### src/rtl/iram_pkg.sv
package iram_pkg;

  typedef enum logic [2:0] {
    OP_BRD  = 3'd0,
    OP_BWR  = 3'd1,
    OP_RRD  = 3'd2,
    OP_RWR  = 3'd3,
    OP_BSET = 3'd4,
    OP_BCLR = 3'd5,
    OP_BCPL = 3'd6,
    OP_BTST = 3'd7
  } iram_op_e;

  // Physical byte index of working register rn in bank `bank`.
  function automatic int reg_index(int bank, int rn, int regs);
    return bank * regs + rn;
  endfunction

  // Byte that holds bit address baddr.
  function automatic int bit_byte_index(int baddr, int base, int w);
    return base + baddr / w;
  endfunction

  // Position of bit address baddr inside its byte.
  function automatic int bit_offset(int baddr, int w);
    return baddr % w;
  endfunction

  function automatic logic is_bit_op(iram_op_e op);
    return op inside {OP_BSET, OP_BCLR, OP_BCPL, OP_BTST};
  endfunction

  function automatic logic is_byte_op(iram_op_e op);
    return op inside {OP_BRD, OP_BWR};
  endfunction

endpackage

### src/rtl/iram_decode.sv
module iram_decode
  import iram_pkg::*;
#(
  parameter int DEPTH     = 128,
  parameter int W         = 8,
  parameter int BANKS     = 4,
  parameter int REGS      = 8,
  parameter int BIT_BASE  = 32,
  parameter int BIT_BYTES = 16,
  parameter int ADDR_W    = 8,
  localparam int AW  = $clog2(DEPTH),
  localparam int PW  = $clog2(W),
  localparam int BSW = $clog2(BANKS)
) (
  input  logic              op_valid,
  input  iram_op_e          op,
  input  logic [ADDR_W-1:0] addr,
  input  logic [BSW-1:0]    bank,
  output logic [AW-1:0]     idx,
  output logic [PW-1:0]     pos,
  output logic              rd_fire,
  output logic              wr_fire,
  output logic              bit_fire,
  output logic              bit_wr,
  output logic              err_fire
);

  localparam int BIT_SPAN = BIT_BYTES * W;

  logic err;
  int   a_int;

  always_comb begin
    a_int = int'(addr);
    err   = 1'b0;
    idx   = '0;
    pos   = '0;
    if (is_byte_op(op)) begin
      err = (a_int >= DEPTH);
      idx = AW'(a_int);
    end else if (is_bit_op(op)) begin
      err = (a_int >= BIT_SPAN);
      idx = AW'(bit_byte_index(a_int, BIT_BASE, W));
      pos = PW'(bit_offset(a_int, W));
    end else begin
      idx = AW'(reg_index(int'(bank), a_int % REGS, REGS));
    end
  end

  always_comb begin
    rd_fire  = op_valid && !err && (op == OP_BRD || op == OP_RRD);
    wr_fire  = op_valid && !err && (op == OP_BWR || op == OP_RWR);
    bit_fire = op_valid && !err && is_bit_op(op);
    bit_wr   = bit_fire && (op != OP_BTST);
    err_fire = op_valid && err;
  end

endmodule

### src/rtl/iram_bitmerge.sv
module iram_bitmerge
  import iram_pkg::*;
#(
  parameter int W = 8,
  localparam int PW = $clog2(W)
) (
  input  logic [W-1:0]  old_byte,
  input  logic [PW-1:0] pos,
  input  iram_op_e      op,
  output logic [W-1:0]  new_byte,
  output logic          old_bit
);

  logic [W-1:0] mask;

  always_comb begin
    mask    = W'(1) << pos;
    old_bit = old_byte[pos];
    case (op)
      OP_BSET: new_byte = old_byte | mask;
      OP_BCLR: new_byte = old_byte & ~mask;
      OP_BCPL: new_byte = old_byte ^ mask;
      default: new_byte = old_byte;
    endcase
  end

endmodule

### src/rtl/iram_store.sv
module iram_store #(
  parameter int DEPTH = 128,
  parameter int W     = 8,
  localparam int AW = $clog2(DEPTH)
) (
  input  logic          clk,
  input  logic          rst_n,
  input  logic          we,
  input  logic [AW-1:0] idx,
  input  logic [W-1:0]  wdata,
  output logic [W-1:0]  rdata
);

  logic [W-1:0] mem [DEPTH];

  always_ff @(posedge clk or negedge rst_n) begin
    if (!rst_n) begin
      for (int i = 0; i < DEPTH; i++) mem[i] <= '0;
    end else if (we) begin
      mem[idx] <= wdata;
    end
  end

  assign rdata = mem[idx];

endmodule

### src/rtl/iram_bank_bit.sv
module iram_bank_bit
  import iram_pkg::*;
#(
  parameter int DEPTH     = 128,
  parameter int W         = 8,
  parameter int BANKS     = 4,
  parameter int REGS      = 8,
  parameter int BIT_BASE  = 32,
  parameter int BIT_BYTES = 16,
  parameter int ADDR_W    = 8,
  parameter int OP_W      = 3,
  localparam int BSW = $clog2(BANKS)
) (
  input  logic              clk,
  input  logic              rst_n,
  input  logic              op_valid,
  input  logic [OP_W-1:0]   op_code,
  input  logic [ADDR_W-1:0] addr,
  input  logic [BSW-1:0]    bank_sel,
  input  logic [W-1:0]      wr_data,
  output logic [W-1:0]      rd_data,
  output logic              rd_valid,
  output logic              bit_val,
  output logic              bit_valid,
  output logic              addr_err
);

  localparam int AW = $clog2(DEPTH);
  localparam int PW = $clog2(W);

  iram_op_e      op;
  logic [AW-1:0] idx;
  logic [PW-1:0] bit_pos;
  logic          rd_fire, wr_fire, bit_fire, bit_wr, err_fire;
  logic [W-1:0]  old_byte, new_byte;
  logic          old_bit;
  logic          st_we;
  logic [W-1:0]  st_wdata;

  assign op = iram_op_e'(op_code);

  iram_decode #(
    .DEPTH(DEPTH), .W(W), .BANKS(BANKS), .REGS(REGS),
    .BIT_BASE(BIT_BASE), .BIT_BYTES(BIT_BYTES), .ADDR_W(ADDR_W)
  ) u_dec (
    .op_valid (op_valid),
    .op       (op),
    .addr     (addr),
    .bank     (bank_sel),
    .idx      (idx),
    .pos      (bit_pos),
    .rd_fire  (rd_fire),
    .wr_fire  (wr_fire),
    .bit_fire (bit_fire),
    .bit_wr   (bit_wr),
    .err_fire (err_fire)
  );

  iram_store #(.DEPTH(DEPTH), .W(W)) u_store (
    .clk   (clk),
    .rst_n (rst_n),
    .we    (st_we),
    .idx   (idx),
    .wdata (st_wdata),
    .rdata (old_byte)
  );

  iram_bitmerge #(.W(W)) u_merge (
    .old_byte (old_byte),
    .pos      (bit_pos),
    .op       (op),
    .new_byte (new_byte),
    .old_bit  (old_bit)
  );

  assign st_we    = wr_fire || bit_wr;
  assign st_wdata = bit_wr ? new_byte : wr_data;

  always_ff @(posedge clk or negedge rst_n) begin
    if (!rst_n) begin
      rd_data   <= '0;
      rd_valid  <= 1'b0;
      bit_val   <= 1'b0;
      bit_valid <= 1'b0;
      addr_err  <= 1'b0;
    end else begin
      rd_data   <= rd_fire ? old_byte : '0;
      rd_valid  <= rd_fire;
      bit_val   <= bit_fire && old_bit;
      bit_valid <= bit_fire;
      addr_err  <= err_fire;
    end
  end

endmodule

### config.mk
export PLATFORM = sky130hd
export DESIGN_NAME = iram_bank_bit
export DESIGN_NICKNAME = d
export VERILOG_FILES = /design/src/rtl/iram_pkg.sv /design/src/rtl/iram_decode.sv /design/src/rtl/iram_bitmerge.sv /design/src/rtl/iram_store.sv /design/src/rtl/iram_bank_bit.sv
export SDC_FILE = /design/constraint.sdc
export NUM_CORES = 2
export LEC_CHECK = 0
export ABC_AREA = 1
export BUFFER_PORTS_ARGS = -buffer_cell sky130_fd_sc_hd__buf_2
export CORE_ASPECT_RATIO = 1.5
export CORE_MARGIN = 4
export CORE_UTILIZATION = 64
export CTS_CLUSTER_SIZE = 12
export DETAILED_ROUTE_END_ITERATION = 7
export PLACE_DENSITY_LB_ADDON = 0.2
export SETUP_SLACK_MARGIN = 0.5
export SLEW_MARGIN = 20
export SYNTH_ARGS = -nofsm -noshare
export SYNTH_HDL_FRONTEND = slang
export SYNTH_HIERARCHICAL = 1
export SYNTH_SLANG_ARGS = --single-unit
### constraint.sdc
create_clock -name clk -period 3.3 [get_ports clk]
set_input_delay 0.495 -clock clk [delete_from_list [all_inputs] [get_ports clk]]
set_output_delay 0.495 -clock clk [all_outputs]
set_load 0.05 [all_outputs]
# --- Word level (Yosys, flattened, before mapping) ---
# Index checks and enable logic that the tools add are counted.
word_totals:
  regBits: 1036
  out_inout_bits: 12
  wordCells: 185
op_classes:
  addsub: 2
  magnitude_cmp: 4
  n_eq_ne: 8
  n_shift: 1
  n_mux: 17
  n_bitwise: 5
  reduce_logical: 15
ops:
  columns: ["op", "n"]
  rows:
  - ["bitwise mux 1024 bit", 1]
  - ["binary-select mux 8 bit (select 7 bit)", 1]
  - ["demux 8 bit (select 7 bit)", 1]
  - ["two-way mux 8 bit", 5]
  - ["one-hot mux 8 bit (3 select lines)", 1]
  - ["greater-or-equal comparator 8 bit, second input constant", 2]
  - ["two-way mux 7 bit", 2]
  - ["== test 3 bit, second input constant", 4]
  - ["AND 8 bit", 1]
  - ["logical AND 1 bit", 8]
  - ["< comparator 8 x 1 -> 1 bit, second input constant", 1]
  - ["inverter 7 -> 8 bit", 1]
  - ["inverter 8 bit", 1]
  - ["bitwise OR 8 bit", 1]
  - ["left shift 1 x 3 -> 8 bit, first input constant", 1]
  - ["bitwise XOR 8 bit", 1]
  - ["adder 6 x 5 -> 7 bit, first input constant", 1]
  - ["adder 5 x 3 -> 6 bit", 1]
  - ["== test 3 x 2 -> 1 bit, second input constant", 2]
  - ["two-way mux 3 bit", 2]
  - ["< comparator 3 x 4 -> 1 bit, second input constant", 1]
  - ["nonzero test 4 bit", 1]
  - ["binary-select mux 1 bit (select 3 bit)", 1]
  - ["== test 3 x 1 -> 1 bit, second input constant", 1]
  - ["other kinds (6)", 10]

# --- Logic depth before layout (Yosys ltp) ---
logic_depth:
  depth_word: 12
  depth_mapped: 32
  depth_no_buf: 25

# --- By module ---
# The synthesis kept the hierarchy.
modules_own_cells:
  columns: ["mod", "instances", "cells_each", "area_per_inst_um2", "seq_area_each_um2"]
  rows:
  - ["iram_store", 1, 6673, 48689.2, 25624.6]
  - ["iram_bitmerge", 1, 116, 710.7, 0.0]
  - ["iram_bank_bit", 1, 58, 484.2, 300.3]
  - ["iram_decode", 1, 51, 252.7, 0.0]

# --- Least setup slack after synthesis ---
# No wires, ideal clock.
synth_timing:
  path_type: "input port to flip-flop"
  startpoint: "input op_code[2]"
  endpoint: "register u_store/mem[1006] (netlist bit)"
  setup_ns: 0.135
  t_arrival_ns: 3.818
  t_required_ns: 3.165
  path_slack_ns: -0.652
  stages: 29
  path_buffers: 8
  path_cell_list: "buf_6 inv_6 buf_8 nand2_1 nand2_1 inv_2 buf_4 buf_2 clkbuf_1 nand2_1 nand3_1 nand2_1 nor2_1 nor2_1 nor2_1 nand2_1 nand2_1 nand4_1 inv_1 ha_1 nand4_1 nand4_1 nand2_1 nand2_1 clkbuf_1 inv_1 clkbuf_1 clkbuf_1 o21ai_0"
synth_between:
  elab_chain_len: 12
  elab_cells_between_ends: 40
  classes_between: "2 x order compare; 7 x eq/ne; 1 x shift; 14 x mux; 5 x bitwise; 11 x reduce/logical"
synth_rtl:
  columns: ["item", "line_no", "rtl"]
  rows:
  - ["start, declared", "iram_bank_bit.sv:17", "input logic [OP_W-1:0] op_code,"]
  - ["== test 3 bit", "iram_pkg.sv:30", "return op inside {OP_BSET, OP_BCLR, OP_BCPL, OP_BTST};"]
  - ["nonzero test 4 bit", "iram_pkg.sv:30", null]
  - ["two-way mux 7 bit", "iram_decode.sv:41", "end else if (is_bit_op(op)) begin"]
  - ["two-way mux 7 bit *", "iram_decode.sv:38", "if (is_byte_op(op)) begin"]
  - ["named net idx[0]", "iram_bank_bit.sv:32", "logic [AW-1:0] idx;"]
  - ["inverter 7 -> 8 bit (implied by the code) *", "iram_store.sv:24", "assign rdata = mem[idx];"]
  - ["binary-select mux 8 bit (select 7 bit) *", "iram_store.sv:24", null]
  - ["two-way mux 8 bit (implied by the code) * (2 in a row)", "iram_store.sv:24", null]
  - ["named net old_byte[6]", "iram_bank_bit.sv:35", "logic [W-1:0] old_byte, new_byte;"]
  - ["bitwise XOR 8 bit, or another cell as far along", "iram_bitmerge.sv:22", "OP_BCPL: new_byte = old_byte ^ mask;"]
  - ["one-hot mux 8 bit (3 select lines) *", "iram_bitmerge.sv:19", "case (op)"]
  - ["named net new_byte[6]", "iram_bank_bit.sv:35", null]
  - ["two-way mux 8 bit *", "iram_bank_bit.sv:77", "assign st_wdata = bit_wr ? new_byte : wr_data;"]
  - ["named net st_wdata[6]", "iram_bank_bit.sv:38", "logic [W-1:0] st_wdata;"]
  - ["bitwise mux 1024 bit *", "iram_store.sv:20", "mem[idx] <= wdata;"]
  - ["end signal, assigned by index", "iram_store.sv:20", null]
  - ["end, declared", "iram_store.sv:14", "logic [W-1:0] mem [DEPTH];"]
# Mark *: on every way through the listed nets, which the timed path passes. The rest lies on a longest branch. The select of a mux whose other input is x is not followed.
# A chain may end at the register's enable or synchronous reset.

# --- Worst setup path in the final report ---
layout_timing:
  startpoint: "input op_code[2]"
  endpoint: "register u_store/mem[140] (netlist bit)"
# Same word-level chain as after synthesis.

==> metrics.txt <==
outcome=complete, but fails checks; failing checks=DRC, setup timing; clock sink count=just over 1,000; crit path launch=op_code[2]; layout cells sized above 1=between 10% and 20%; Seq/Total Area, Yosys=51.7%; max_slew headroom=56.0%; reg-to-reg startpoint=u_store/mem[252]$_DFFE_PN0P_; Reg power frac=47.3%; FFs w/ async S/R, synth=100%; CTS tree=built; final instance area=between 50,000 and 60,000 um2; Post-Syn Area=between 50,000 and 60,000 um2; maximum clock frequency=289 MHz; Setup WS pre-CTS=-0.877 ns; initial core utilization=64.6%; post-layout min period=3.46 ns; utilization after layout=between 70% and 80%; Ports=36; Cells after Synth=6,898; Synth Warn #=6; placed cells=roughly 7,900; CP required=around 3.8 ns; Die Ht=351 um; antenna-violating nets left=0; Post-Route WL=approximately 180,000 um; # Max-Cap Violations=0; final setup fails=about 230; Setup WS post-layout=-0.157 ns; Final Hold Fails=0; pwr/cell area=~480 nW/um2; final non-filler cell total=8,130; Peak VDD IR=about 410 uV; Wirelength per Cell=21.8 um; synth unique cells=37; area leader, netlist=dfrtp_1; Startpoint Class=input port; Clk pwr share=between 30% and 40%; Num CTS Buffers=100; syn_area_per_cell=roughly 7.3 um2; Crit path largest cell delay=0.23 ns; Crit path arrival time=roughly 4 ns; Cell Area, Placed=approximately 54,000 um2; Cell Rows=about 130; H-tree depth=3; Worst Path Buf+Inv=9; Via Count=49,000; drt initial violations=6,439; grt ovf=0; vias per inst=6.03; top post-synthesis cells by area=dfrtp_1, nand2_1, o21ai_0; critical path endpoint=u_store/mem[140]$_DFFE_PN0P_; Skew-Pair Late Insertion Delay=around 0.7 ns; Leakage Power=between 30 and 40 nW; filler instances=between 5,000 and 6,000; clk root buf=clkbuf_16; I/O Buffers=35; RSZ-0062 raised after global routing=true; Max Buffers Root-to-Sink=3; initial antenna violation count=8; first-pass iteration count of the detailed router=8; GRT Overall Usage=roughly two fifths; #FFs+latches synth=around 1,000; share of the synthesized area in the top cell type=a little over 50%; Clock Skew=between 0.03 and 0.04 ns; Layout Nets=just over 7,000; top_reg_cell synth=dfrtp_1; Worst Path Max Fanout=19; crit end category=flip-flop; RD Place Congestion=~1; sw frac=~28%; Die W=roughly 240 um; DRC Markers=4; Net Count, Synth=6,938; placeable core area=~78,000 um2; R2R cell count=21; Critical Path Stages=29; combinational power share=about 16%; total die area=~83,000 um2; EDFF count, synth=0; vias in the first global route=roughly 46,000; family with the most delay on the worst path=simple AND/OR/NAND/NOR gates; reg-to-reg setup timing slack=roughly 0.21 ns; Pint=between 20 and 25 mW; Worst R2R End=u_store/mem[140]$_DFFE_PN0P_; Setup CP Type=in -> reg; Final Cycle Share=105%; Hold WC Path Type=in -> reg; Register Area=25,900 um2; Reg clk slew, reported paths=approximately 0.060 ns; Slew Limit Fails=0; Psw=7.98 mW; slowest CP cell=nor2_4; Critical Path Most Common Cell=nand2_1; first-pass GRT wire length=~250,000 um; area of the multi-input gates=between 20,000 and 25,000 um2; Detailed Place HPWL=slightly above 100,000 um; largest net degree at the start of global routing=112; Syn-to-layout area delta=19.6%; Worst-Margin Slew=0.659 ns
==> worst min-delay path: stages <==
cell and delay (ns):
buf_2 0.14, inv_1 0.06, nor2_1 0.08
==> per-stage QoR <==
stage | TNS (ns) | hold WS, ns | total power, mW
floorplan | -8.83 | 0.199 | 15.8
finish | -13.43 | 0.142 | 28.8
CTS | 0 | 0.104 | 28.2
detailed placement | -739.95 | 0.473 | 17.4
global route | -58.03 | 0.112 | 29.7
global placement | -712.87 | 0.462 | 17.3
==> Yosys cell counts, types with 2 or more instances <==
cell type  count
nand2_1     3856
dfrtp_1     1036
o21ai_0     1009
clkbuf_1     288
nor2_1       181
inv_1        145
buf_2        136
a21oi_1       58
nand3_1       37
nand4_1       25
buf_1         18
ha_1          16
buf_6         11
nor2_2        11
nand2_4       10
or2_2         10
inv_2          7
o21ai_1        7
buf_4          5
nor3_2         5
nor4_4         4
nand2_2        3
o211ai_1       3
nor2_4         2
nor3_1         2
or2_0          2
==> state kept, by name, indices dropped and copies added, names as in the netlist <==
register     cells
u_store/mem   1024
bit_valid        1
rd_valid         1
rd_data          8
addr_err         1
bit_val          1
==> cell families (layout without fill, tap and decap cells) <==
logic type / after synthesis / in the layout / share of synthesized area (%)
simple gates: 4151 / 4152 / 31.9
compound gates: 1079 / 1079 / 10.8
flops: 1036 / 1036 / 51.7
buf+inv: 616 / 827 / 5.23
fa+ha+maj: 16 / 16 / 0.399
other cells: 0 / 4 / 0
==> final cells by class <==
cell class / count / share of cell area [%]
inverters: 156 / 1.22
clock inverters: 13 / 0.290
diodes: 4 / 0.0167
multi-input cells: 5247 / 36.7
clock buffers: 119 / 4.46
repair buffers: 533 / 11.8
well taps: 1016 / 2.12
repair inverters: 6 / 0.152
flip-flops and latches: 1036 / 43.2
==> power by group through the flow <==
stage / clock network, mW / registers, mW / logic [mW]
after detailed placement: 0 / 13.8 / 3.59
after global placement: 0 / 13.8 / 3.52
final: 10.7 / 13.6 / 4.49
after global routing: 11.3 / 13.7 / 4.75
after CTS: 10.7 / 13.6 / 3.90
after floorplan: 0 / 13.7 / 2.07
==> timing repair <==
action,in CTS,in global routing
cloned,17,45
hold buffers,1,0
buffers inserted,28,15
resized for setup,77,343
endpoints found under the setup margin,1024,1025
endpoints found under the hold margin,44,0
pin swaps,7,32
==> worst min path at each step <==
stage	from	to	cells past startpoint
after floorplan	rst_n	addr_err$_DFF_PN0_	0
after global placement	u_store/mem[446]$_DFFE_PN0P_	u_store/mem[446]$_DFFE_PN0P_	2
after detailed placement	u_store/mem[444]$_DFFE_PN0P_	u_store/mem[444]$_DFFE_PN0P_	2
after CTS	addr[7]	addr_err$_DFF_PN0_	3
after global routing	op_valid	addr_err$_DFF_PN0_	3
final	op_valid	addr_err$_DFF_PN0_	3
==> per-layer routing <==
layer | track usage (%) | wire (um) | part of all wire, % | up-vias
li1 | - | - | - | 21900
met1 | 47.8 | 60500 | 34 | 23100
met2 | 62.7 | 81700 | 46 | 3178
met3 | 6.87 | 19200 | 11 | 867
met4 | 25.2 | 15500 | 8.7 | 4
met5 | 0 | 32 | 0.018 | -
==> cells in the final DEF, fill, tap and decap left out, types with 8 or more instances in the layout <==
master        n
nor2_2       35
buf_4       269
nand3_1      36
dfrtp_1    1036
nand2_4      16
buf_2        31
o21ai_0     709
nand4_1      25
clkbuf_16   132
nor2_1      143
or2_2         9
buf_6        24
clkbuf_8      8
nand2_2      42
clkbuf_1     10
ha_1         16
o21ai_1     301
buf_16       36
a21oi_1      58
nor2_4       16
inv_1       135
buf_12      131
nand2_1    3808
Power figures use the tool's default switching activity.
